### config.mk
export PLATFORM = sky130hd
export DESIGN_NAME = qdec_top
export DESIGN_NICKNAME = d
export VERILOG_FILES = /design/src/rtl/qdec_pkg.sv /design/src/rtl/qdec_filter.sv /design/src/rtl/qdec_count.sv /design/src/rtl/qdec_flags.sv /design/src/rtl/qdec_top.sv
export SDC_FILE = /design/constraint.sdc
export NUM_CORES = 1
export LEC_CHECK = 0
export BUFFER_PORTS_ARGS = -buffer_cell sky130_fd_sc_hd__buf_2
export CAP_MARGIN = 15
export CORE_MARGIN = 1.5
export CORE_UTILIZATION = 55
export CTS_CLUSTER_DIAMETER = 80
export DETAILED_ROUTE_END_ITERATION = 8
export HOLD_SLACK_MARGIN = 0.06
export PLACE_DENSITY = 0.89
export SLEW_MARGIN = 20
export SYNTH_ARGS = -nofsm -noshare
export SYNTH_HDL_FRONTEND = slang
export SYNTH_SLANG_ARGS = --single-unit
### constraint.sdc
create_clock -name clk -period 4.06 [get_ports clk]
set_clock_uncertainty 0.1 [all_clocks]
set_input_delay 0.203 -clock clk [delete_from_list [all_inputs] [get_ports clk]]
set_output_delay 0.203 -clock clk [all_outputs]
set_load 0.05 [all_outputs]
### src/rtl/qdec_pkg.sv
package qdec_pkg;
  localparam int NFLG     = 3;
  localparam int FLG_IDX  = 0;
  localparam int FLG_DCHG = 1;
  localparam int FLG_QERR = 2;
  localparam int STAT_W   = 9;
  localparam int STAT_DIR = 8;
  localparam int NCH      = 3;
  localparam int CH_A     = 0;
  localparam int CH_B     = 1;
  localparam int CH_I     = 2;
endpackage

### src/rtl/qdec_filter.sv
module qdec_filter #(
  parameter int CW = 6
) (
  input  logic          clk,
  input  logic          rst_n,
  input  logic          en,
  input  logic [CW-1:0] lim,
  input  logic          d,
  output logic          q
);
  localparam logic [CW-1:0] CONE = 1;
  logic [CW-1:0] run_cnt;

  // a differing sample must be seen lim+1 times in a row before q follows
  always_ff @(posedge clk) begin
    if (!rst_n) begin
      q       <= 1'b0;
      run_cnt <= '0;
    end else if (!en) begin
      q       <= d;
      run_cnt <= '0;
    end else if (d == q) begin
      run_cnt <= '0;
    end else if (run_cnt == lim) begin
      q       <= d;
      run_cnt <= '0;
    end else begin
      run_cnt <= run_cnt + CONE;
    end
  end
endmodule

### src/rtl/qdec_count.sv
module qdec_count #(
  parameter int POS_W = 16
) (
  input  logic             clk,
  input  logic             rst_n,
  input  logic             fa,
  input  logic             fb,
  input  logic             fi,
  input  logic             edge_a,
  output logic [POS_W-1:0] pos,
  output logic             dir,
  output logic             ev_idx,
  output logic             ev_dchg,
  output logic             ev_qerr
);
  localparam logic [POS_W-1:0] PONE = 1;
  logic prev_a, prev_b, prev_i;
  logic chg_a, chg_b, one_step, fwd, cnt_en;

  always_comb begin
    chg_a    = fa ^ prev_a;
    chg_b    = fb ^ prev_b;
    one_step = chg_a ^ chg_b;
    // A moving away from B, or B moving onto A, is forward
    fwd      = chg_a ? (fa != fb) : (fb == fa);
    cnt_en   = one_step & (~edge_a | chg_a);
    ev_qerr  = chg_a & chg_b;
    ev_idx   = fi & ~prev_i;
    ev_dchg  = one_step & ((~fwd) != dir);
  end

  always_ff @(posedge clk) begin
    if (!rst_n) begin
      prev_a <= 1'b0;
      prev_b <= 1'b0;
      prev_i <= 1'b0;
      pos    <= '0;
      dir    <= 1'b0;
    end else begin
      prev_a <= fa;
      prev_b <= fb;
      prev_i <= fi;
      if (ev_idx)      pos <= '0;
      else if (cnt_en) pos <= fwd ? pos + PONE : pos - PONE;
      if (one_step)    dir <= ~fwd;
    end
  end
endmodule

### src/rtl/qdec_flags.sv
module qdec_flags
  import qdec_pkg::*;
(
  input  logic            clk,
  input  logic            rst_n,
  input  logic [NFLG-1:0] ev,
  input  logic [NFLG-1:0] en_set,
  input  logic [NFLG-1:0] dis_set,
  input  logic            rd,
  output logic [NFLG-1:0] flags,
  output logic [NFLG-1:0] mask,
  output logic            irq
);
  always_ff @(posedge clk) begin
    if (!rst_n) begin
      flags <= '0;
      mask  <= '0;
    end else begin
      flags <= (flags & ~{NFLG{rd}}) | ev;
      mask  <= (mask | en_set) & ~dis_set;
    end
  end

  assign irq = |(flags & mask);
endmodule

### src/rtl/qdec_top.sv
module qdec_top
  import qdec_pkg::*;
#(
  parameter int POS_W  = 16,
  parameter int FILT_W = 6
) (
  input  logic              clk,
  input  logic              rst_n,
  input  logic              pha_i,
  input  logic              phb_i,
  input  logic              idx_i,
  input  logic              cfg_inv_a,
  input  logic              cfg_inv_b,
  input  logic              cfg_inv_idx,
  input  logic              cfg_swap,
  input  logic              cfg_idx_on_b,
  input  logic              cfg_edge_a,
  input  logic              cfg_filt_en,
  input  logic [FILT_W-1:0] cfg_filt_max,
  input  logic [2:0]        irq_en_set,
  input  logic [2:0]        irq_dis_set,
  input  logic              status_rd,
  output logic [POS_W-1:0]  pos_o,
  output logic              dir_o,
  output logic [8:0]        status_o,
  output logic [2:0]        irq_mask_o,
  output logic              irq_o
);
  logic a_pol, b_pol;
  logic [NCH-1:0] cond, samp, filt;
  logic [NFLG-1:0] ev_vec, flags;
  logic ev_idx, ev_dchg, ev_qerr;

  always_comb begin
    a_pol      = pha_i ^ cfg_inv_a;
    b_pol      = phb_i ^ cfg_inv_b;
    cond[CH_A] = cfg_swap ? b_pol : a_pol;
    cond[CH_B] = cfg_swap ? a_pol : b_pol;
    cond[CH_I] = (cfg_idx_on_b ? phb_i : idx_i) ^ cfg_inv_idx;
  end

  always_ff @(posedge clk) begin
    if (!rst_n) samp <= '0;
    else        samp <= cond;
  end

  for (genvar g = 0; g < NCH; g++) begin : g_filt
    qdec_filter #(.CW(FILT_W)) u_filt (
      .clk   (clk),
      .rst_n (rst_n),
      .en    (cfg_filt_en),
      .lim   (cfg_filt_max),
      .d     (samp[g]),
      .q     (filt[g])
    );
  end

  qdec_count #(.POS_W(POS_W)) u_core (
    .clk     (clk),
    .rst_n   (rst_n),
    .fa      (filt[CH_A]),
    .fb      (filt[CH_B]),
    .fi      (filt[CH_I]),
    .edge_a  (cfg_edge_a),
    .pos     (pos_o),
    .dir     (dir_o),
    .ev_idx  (ev_idx),
    .ev_dchg (ev_dchg),
    .ev_qerr (ev_qerr)
  );

  always_comb begin
    ev_vec           = '0;
    ev_vec[FLG_IDX]  = ev_idx;
    ev_vec[FLG_DCHG] = ev_dchg;
    ev_vec[FLG_QERR] = ev_qerr;
  end

  qdec_flags u_flags (
    .clk     (clk),
    .rst_n   (rst_n),
    .ev      (ev_vec),
    .en_set  (irq_en_set),
    .dis_set (irq_dis_set),
    .rd      (status_rd),
    .flags   (flags),
    .mask    (irq_mask_o),
    .irq     (irq_o)
  );

  always_comb begin
    status_o               = '0;
    status_o[NFLG-1:0]     = flags;
    status_o[STAT_DIR]     = dir_o;
  end
endmodule

# After elaboration in Yosys (flattened, before gate mapping)
# Index checks and enable logic that the tools add are counted.
dict set report word_totals {
  register_bits 50
  latch_bits 0
  mem_bits_rw 0
  rom_bits 0
  out_inout_bits 30
  elab_cells 79
  n_memories 0
}
dict set report classes {
  n_addsub 5
  n_mul 0
  n_div 0
  n_lt_le_gt_ge 0
  eq_ne 15
  n_shift 0
  mux 14
  bitwise 23
  reduce_logical 8
}
# op n
set op_table {}
lappend op_table {{6-bit by 1-bit adder with 6-bit output (second input constant)} 3}
lappend op_table {{6-bit == test} 3}
lappend op_table {{16-bit by 1-bit adder with 16-bit output (second input constant)} 1}
lappend op_table {{16-bit 2-to-1 mux} 1}
lappend op_table {{16-bit by 1-bit subtractor with 16-bit output (second input constant)} 1}
lappend op_table {{1-bit 2-to-1 mux} 13}
lappend op_table {{4-bit OR reduction} 3}
lappend op_table {{3-bit bitwise AND} 3}
lappend op_table {{2-bit by 1-bit != test with 1-bit output (second input constant)} 3}
lappend op_table {{2-bit != test (second input constant)} 3}
lappend op_table {{3-bit NOT} 2}
lappend op_table {{3-bit bitwise OR} 2}
lappend op_table {{2-bit AND reduction} 3}
lappend op_table {{1-bit XOR} 6}
lappend op_table {{1-bit NOT} 5}
lappend op_table {{1-bit bitwise AND} 4}
lappend op_table {{1-bit == test} 4}
lappend op_table {{3-bit OR reduction} 1}
lappend op_table {{1-bit != test} 2}
lappend op_table {{2-bit OR reduction} 1}
lappend op_table {{1-bit bitwise OR} 1}

# Longest topological paths before layout
# Gate-level depths: netlist of run 1.
dict set report logic_depth {
  ltp_word 6
  ltp_mapped 12
  depth_no_buf 9
}

# Modules after synthesis
# Synthesis of run 1 repeated with hierarchy kept, for this count alone.
dict set report hier_totals {
  cells_unflattened 340
  hier_area_um2 2937.8
}
# module instances cells_each area_per_inst_um2 seq_area_each_um2
set by_module_without_submodules {}
lappend by_module_without_submodules {qdec_count 1 189 1517.7 400.4}
lappend by_module_without_submodules {qdec_filter 3 37 344.1 140.1}
lappend by_module_without_submodules {qdec_flags 1 20 209.0 120.1}
lappend by_module_without_submodules {qdec_top 1 20 178.9 60.1}

# Worst setup path before layout of run 1
# OpenSTA, ideal clock, no wires.
dict set report synth_path {
  path_kind {flip-flop to flip-flop}
  startpoint {reg g_filt[1].u_filt.q}
  endpoint {reg u_core.pos[14]}
  setup_time_ns 0.128
  arrival_ns 2.637
  setup_slack_ns 1.196
  stages_incl_launch_ff 13
  path_buffers 3
  period_less_slack_ns 2.864
  path_cell_list {dfxtp_1 -> buf_2 -> xnor2_1 -> clkbuf_1 -> xnor2_1 -> ha_1 -> buf_1 -> nor2_1 -> nand2_1 -> or4_1 -> a21oi_1 -> xnor2_1 -> nor2_1}
}
dict set report synth_via {
  elab_chain_len 3
  elab_cells_between_ends 7
  cone_classes {eq/ne (2); mux (2); bitwise (3)}
}
# item line_no
set synth_lines {}
lappend synth_lines {{from (decl)} qdec_filter.sv:9} ;# output logic q
lappend synth_lines {{from (signal assigned)} qdec_filter.sv:17} ;# q <= 1'b0;
lappend synth_lines {{from (signal assigned)} qdec_filter.sv:20} ;# q <= d;
lappend synth_lines {{from (signal assigned)} qdec_filter.sv:25} ;# q <= d;
lappend synth_lines {{1-bit == test, or another cell as far along} qdec_count.sv:25} ;# fwd = chg_a ? (fa != fb) : (fb == fa);
lappend synth_lines {{1-bit 2-to-1 mux or 1-bit XOR (tied branches)} {qdec_count.sv:25, qdec_count.sv:23}}
lappend synth_lines {{16-bit 2-to-1 mux or 1-bit bitwise AND (tied branches)} {qdec_count.sv:44, qdec_count.sv:26}}
lappend synth_lines {{to (signal assigned)} qdec_count.sv:44} ;# else if (cnt_en) pos <= fwd ? pos + PONE : pos - PONE;
lappend synth_lines {{to (decl)} qdec_count.sv:10} ;# output logic [POS_W-1:0] pos,
# Several ways; a longest one is shown, not always the timed one.
# A chain may end at the register's enable or synchronous reset.

# Worst setup path after layout of run 1
dict set report layout_path {
  startpoint {reg g_filt[1].u_filt.q}
  endpoint {reg u_core.pos[15]}
}
# Same word-level chain as after synthesis.

==> reports/metrics.csv, run 1 <==
metric,value,unit
cts.clk_slew.worst_paths,90,ps
synthToLayoutAreaGrowth,14.0,%
met3_usage,4.70,%
grt_use_met1,27.7,%
numCtsBuffers,5,
initial_utilization,56.9,%
drc,0,
fin_nets,396,
rsz0062_at_grt,false,
synth-edff-count,0,
firstDrtPassIters,5,
met2_usage,38.0,%
powerDensity,340,nW/µm²
num_rows,25,
layout-drive-gt1-share,16.6,%
synth.mux.area_fraction,1.68,%
cts_tree,built,
fillers,393,
slew_violations,0,
multi_input_area,1560,µm²
final.setup.tns,0,ps
synth_adder_area_share,2.33,%
grt_max_degree,21,
synth-compound-area-share,8.71,%
diodes,0,
place_hpwl,3.91,mm
synth_simple_gate_area_share,26.5,%
synth-seq-cells,50,
vias,2321,
critical-path-max-stage-delay,750,ps
die_h,72.9,µm
leakagePower,1.30,nW
synth_top_family_by_area,simple AND/OR/NAND/NOR gates,
clock_path_buffers,2,
cts_root_buf,clkbuf_8,
hp-class,in2reg,
grt_pass1_wl,9.47,mm
synth_top_flop_cell,dfxtp_1,
critPathMaxFanout,13,
cp_data_required_time,4190,ps
start_kind,flip-flop,
antenna_left,0,
async_reset_ff_share,0,%
regArea,1000,µm²
slowest_stage,xor2_1,
crit_chain,xor2_1 -> mux2i_1 -> nand3b_1 -> mux2_4 -> or3_1 -> a21oi_1,
synthCells,322,
path_buf_inv,0,
place.gp.congestion,0.925,
clock_sinks,50,
arrival,2820,ps
cp_top_family,XOR/XNOR gates,
synth.distinct_cells,42,
worstSetupPathType,reg2reg,
tightest_slew,905,ps
end_kind,flip-flop,
cts_setup_buffers,0,
routed_via_density,5.35,
finalCritPeriodShare,66.3,%
fmax,371,MHz
peakVddDrop,0.243,mV
die_w,72.9,µm
pre_cts_ws,1440,ps
grt_usage,22.6,%
dr.first_iter.drc_count,236,
clk_latency,300,ps
synth_xor_area_share,17.9,%
synth_area_per_cell,8.34,µm²
gr-total-overflow,0,
wire_per_inst,12.8,µm
setup_violations,0,
wl,5.55,mm
grt_pass1_vias,2165,
core,4720,µm²
ys_seq_area_share,37.3,%
die-area,5310,µm²
syn_area,2690,µm²
pin_count,55,
antenna_found_initial,0,
drv_cap,0,
busiest_layer,met2,
period_minus_slack,2690,ps
fin_ws,1370,ps
slew_headroom,39.5,%
hold_viol,0,
status,"complete, no violations",
ys_warn_count,0,
port_buffers,49,
htree_levels,2,
## sequential cells by signal, summed over array words and instances, names as in the netlist, 3 cells and up
signal                 cells
g_filt.u_filt.q            3
u_flags.mask               3
samp                       3
u_flags.flags              3
g_filt.u_filt.run_cnt     18
u_core.pos                16
## path summary, 6_finish.rpt
kind	from	end	slack, ps	depth (start not counted)
max	g_filt[1].u_filt.q	u_core.pos[15]	1370	6
min	irq_en_set[0]	u_flags.mask[0]	80	3
max reg2reg	g_filt[1].u_filt.q	u_core.pos[15]	1370	6
min reg2reg	samp[0]	g_filt[0].u_filt.q	380	2
## synth_stat cells, types with 2 or more instances
| master | count | area [µm²] |
|---|---|---|
| buf_4 | 6 | 45.0 |
| xnor2_1 | 28 | 245 |
| buf_2 | 3 | 15.0 |
| nor3_1 | 7 | 35.0 |
| buf_6 | 2 | 22.5 |
| inv_1 | 8 | 30.0 |
| xor2_1 | 27 | 236 |
| o21a_1 | 2 | 15.0 |
| clkbuf_1 | 8 | 30.0 |
| mux2i_1 | 3 | 30.0 |
| nand2_1 | 19 | 71.3 |
| nor2b_1 | 3 | 18.8 |
| nor3b_1 | 4 | 30.0 |
| and2_1 | 8 | 50.1 |
| nand3_1 | 20 | 100 |
| dfxtp_1 | 50 | 1000 |
| o211a_1 | 2 | 20.0 |
| nor4_1 | 7 | 43.8 |
| nand2b_1 | 3 | 18.8 |
| a31oi_1 | 3 | 18.8 |
| and3_1 | 3 | 18.8 |
| ha_1 | 5 | 62.6 |
| nor2_1 | 48 | 180 |
| a21oi_1 | 13 | 65.1 |
| nand4_1 | 10 | 62.6 |
| or3_1 | 4 | 25.0 |
| o21ai_0 | 5 | 25.0 |
| a21boi_0 | 4 | 30.0 |
| or4_1 | 4 | 30.0 |
## cells in the final DEF, fill, tap and decap left out, types with 7 or more instances in the layout
cell / instances
dfxtp_1: 50
nor4_1: 7
nor3_1: 7
nand4_1: 10
nand3_1: 20
nand2_1: 19
buf_2: 49
inv_1: 8
xor2_1: 27
and2_1: 8
xnor2_1: 28
a21oi_1: 13
nor2_1: 48
## cell type report
type / count / share of cell area (%)
Sequential cell: 50 / 32.7
Clock inverter: 1 / 0.981
Multi-Input combinational cell: 248 / 50.9
Inverter: 8 / 0.981
Timing Repair Buffer: 53 / 9.24
Clock buffer: 7 / 2.49
Tap cell: 67 / 2.74
## cell families after synthesis
logic type | after synthesis
muxes | 4
xor gates and xnor gates | 55
buffers and inverters | 28
and+or+nand+nor | 143
adders and majority gates | 5
AOI/OAI and AO/OA | 36
DFF | 50
other | 1
## stage by stage
| stage | area, µm² | std cells | util [%] | hold slack, ps | total power [mW] |
|---|---|---|---|---|---|
| 2_1_floorplan | 2700 | 326 | - | 179 | 0.672 |
| 3_3_place_gp | 2920 | 423 | 61.9 | 265 | 0.705 |
| 3_5_place_dp | 2920 | 423 | 61.9 | 268 | 0.710 |
| 4_1_cts | 3060 | 434 | 64.7 | 71.1 | 1.05 |
| 5_1_grt | 3060 | 434 | 64.8 | 72.1 | 1.10 |
| 6_report | 3060 | 434 | 64.8 | 81.5 | 1.04 |
## power breakdown
part / switching (mW) / internal, mW
Sequential: 0.0187 / 0.505
Clock: 0.153 / 0.184
Combinational: 0.117 / 0.0633
Total: 0.289 / 0.753
## metal layers
metal	vias to the layer above	wire (µm)
li1	1172	-
met1	1072	2420
met2	71	2800
met3	6	252
met4	0	75
met5	-	0
## timing repair
action	4_1_cts	5_1_grt
gates resized for setup	0	0
hold buffers	3	0
hold endpoints to repair	3	0
## worst reg2reg max path: cells and delay by family, from the launching register on
kind	cells	cell delay, ps
mux	2	720
simple gates	2	460
xor+xnor	1	750
flops	1	470
compound gates	1	140
Power figures use the tool's default switching activity.
==> inputs of run 2 (changes only) <==
Settings changed: CORE_UTILIZATION 55 to 49, PLACE_DENSITY 0.89 to 0.84.
Clock period 4.06 ns to 2.3 ns, I/O delays scaled along.
==> reports/metrics.csv, run 2 (same netlist as run 1, synthesis figures left out) <==
metric,value,unit,change
status,"complete, no violations",,
pwr-share-clk,33.0,%,+0.6 points
gr-total-overflow,0,,unchanged
antenna_left,0,,unchanged
cts_tree,built,,
num_rows,26,,+4.0%
routed_via_density,5.32,,-0.57%
fmax,462,MHz,+24%
p_switching,0.530,mW,+84%
cts_root_buf,clkbuf_8,,
synthToLayoutAreaGrowth,22.4,%,
dr.first_iter.drc_count,197,,-17%
firstDrtPassIters,4,,-1
fin_nets,417,,+5.3%
powerDensity,581,nW/µm²,+71%
rsz0062_at_grt,false,,
clock_path_buffers,2,,unchanged
numCtsBuffers,5,,unchanged
slew_headroom,61.8,%,+22 points
worstSetupPathType,reg2reg,,
die-area,5940,µm²,+12%
peakVddDrop,0.403,mV,+66%
start_kind,flip-flop,,
drv_cap,0,,unchanged
core,5200,µm²,+10%
grt_pass1_wl,10.6,mm,+12%
clk_latency,300,ps,about the same
p_int,1.38,mW,+83%
setup_violations,0,,unchanged
comb_power_share,18.9,%,+1.6 points
initial_utilization,51.6,%,-5.3 points
diodes,0,,unchanged
pin_count,55,,unchanged
stdcell_area,3290,µm²,+7.4%
final_common_cell,buf_2,,
port_buffers,49,,unchanged
regMostFlops,g_filt.u_filt.run_cnt,,
tightest_slew,569,ps,-336 ps
hp-class,in2reg,,
grt_max_degree,21,,unchanged
end_kind,flip-flop,,
place_hpwl,4.27,mm,+9.2%
largest_reg_flops,18,,unchanged
period_minus_slack,2160,ps,-530 ps
wl,5.95,mm,+7.3%
slew_violations,0,,unchanged
htree_levels,2,,unchanged
fillers,433,,+10%
leakagePower,1.43,nW,+9.3%
layout-drive-gt1-share,21.7,%,+5.1 points
die_w,77.0,µm,+5.7%
vias,2430,,+4.7%
reg.largest.list,"g_filt.u_filt.run_cnt x18, u_core.pos x16",,
hold_viol,0,,unchanged
cp_data_required_time,2380,ps,-1810 ps
antenna_found_initial,0,,unchanged
grt_usage,21.6,%,-0.97 points
clock_sinks,50,,unchanged
hold_slack,75.8,ps,-5.71 ps
cts.clk_slew.worst_paths,90,ps,about the same
critPathMaxFanout,5,,-8
cts_setup_buffers,0,,unchanged
grt_pass1_vias,2412,,+11%
finalCritPeriodShare,94.0,%,+28 points
seqPwrFrac,48.1,%,-2.2 points
drc,0,,unchanged
layout_common_cells,"buf_2, nor2_1, dfxtp_1",,
place.gp.congestion,0.892,,-3.6%
die_h,77.0,µm,+5.7%
switching_share,27.8,%,+0.064 points
place_area,3070,µm²,+5.1%
wire_per_inst,13.0,µm,+1.9%
arrival,2240,ps,-580 ps
## run 2: timing repair
| item | CTS | global route |
|---|---|---|
| setup endpoints to repair | 0 | 12 |
| gates resized for setup | 0 | 3 |
| hold endpoints to repair | 12 | 0 |
| hold buffers | 10 | 0 |
## run 2: final timing paths
kind	startpoint	endpoint	slack, ps	cells past startpoint
setup / recovery	g_filt[1].u_filt.q	u_core.pos[14]	140	10
hold / removal	pha_i	samp[1]	80	4
setup reg to reg	g_filt[1].u_filt.q	u_core.pos[14]	140	10
hold reg to reg	g_filt[2].u_filt.run_cnt[0]	g_filt[2].u_filt.run_cnt[0]	380	1
## run 2: per-stage QoR
stage / setup slack, ps / setup TNS [ps] / utilization, % / power (mW) / cells
2_1_floorplan: -50.1 / -134 / - / 1.20 / 326
3_3_place_gp: 131 / 0 / 59.0 / 1.27 / 440
3_5_place_dp: 102 / 0 / 59.0 / 1.28 / 440
4_1_cts: 72.3 / 0 / 63.1 / 1.92 / 457
5_1_grt: 3.22 / 0 / 63.1 / 2.00 / 457
6_report: 137 / 0 / 63.1 / 1.91 / 457
## run 2: worst max-delay path, cell delays in order, from the launching register on
cell and delay (ps):
dfxtp_1 340, buf_4 150, xnor2_4 120, xnor2_1 130, ha_2 220, nor2_4 130, nand2_1 80, or4_1 440
a21oi_2 150, xnor2_1 130, nor2_1 50
## run 2: area by class of cell
cell class              count  area [µm²]  area share (%)
flip-flops and latches     50        1000            30.6
repair buffers             74         458            13.9
clock buffers               6        82.6            2.51
inverters                   8        30.0           0.914
multi-input cells         248        1590            48.5
well taps                  70        87.6            2.66
clock inverters             1        30.0           0.914
## run 2: routing by layer
| layer | part of all wire [%] | up-vias | global-route usage (%) |
|---|---|---|---|
| met5 | 0 | - | 0 |
| met4 | 0.92 | 0 | 9.27 |
| met3 | 5.1 | 6 | 4.29 |
| met2 | 51 | 74 | 38.3 |
| met1 | 43 | 1133 | 25.3 |
| li1 | - | 1217 | - |
## run 2: power by group through the flow
stage	registers [mW]	clock network (mW)	logic [mW]
2_1_floorplan	0.984	0	0.212
3_3_place_gp	0.938	0	0.335
3_5_place_dp	0.938	0	0.343
4_1_cts	0.918	0.646	0.357
5_1_grt	0.924	0.682	0.390
6_report	0.919	0.629	0.360
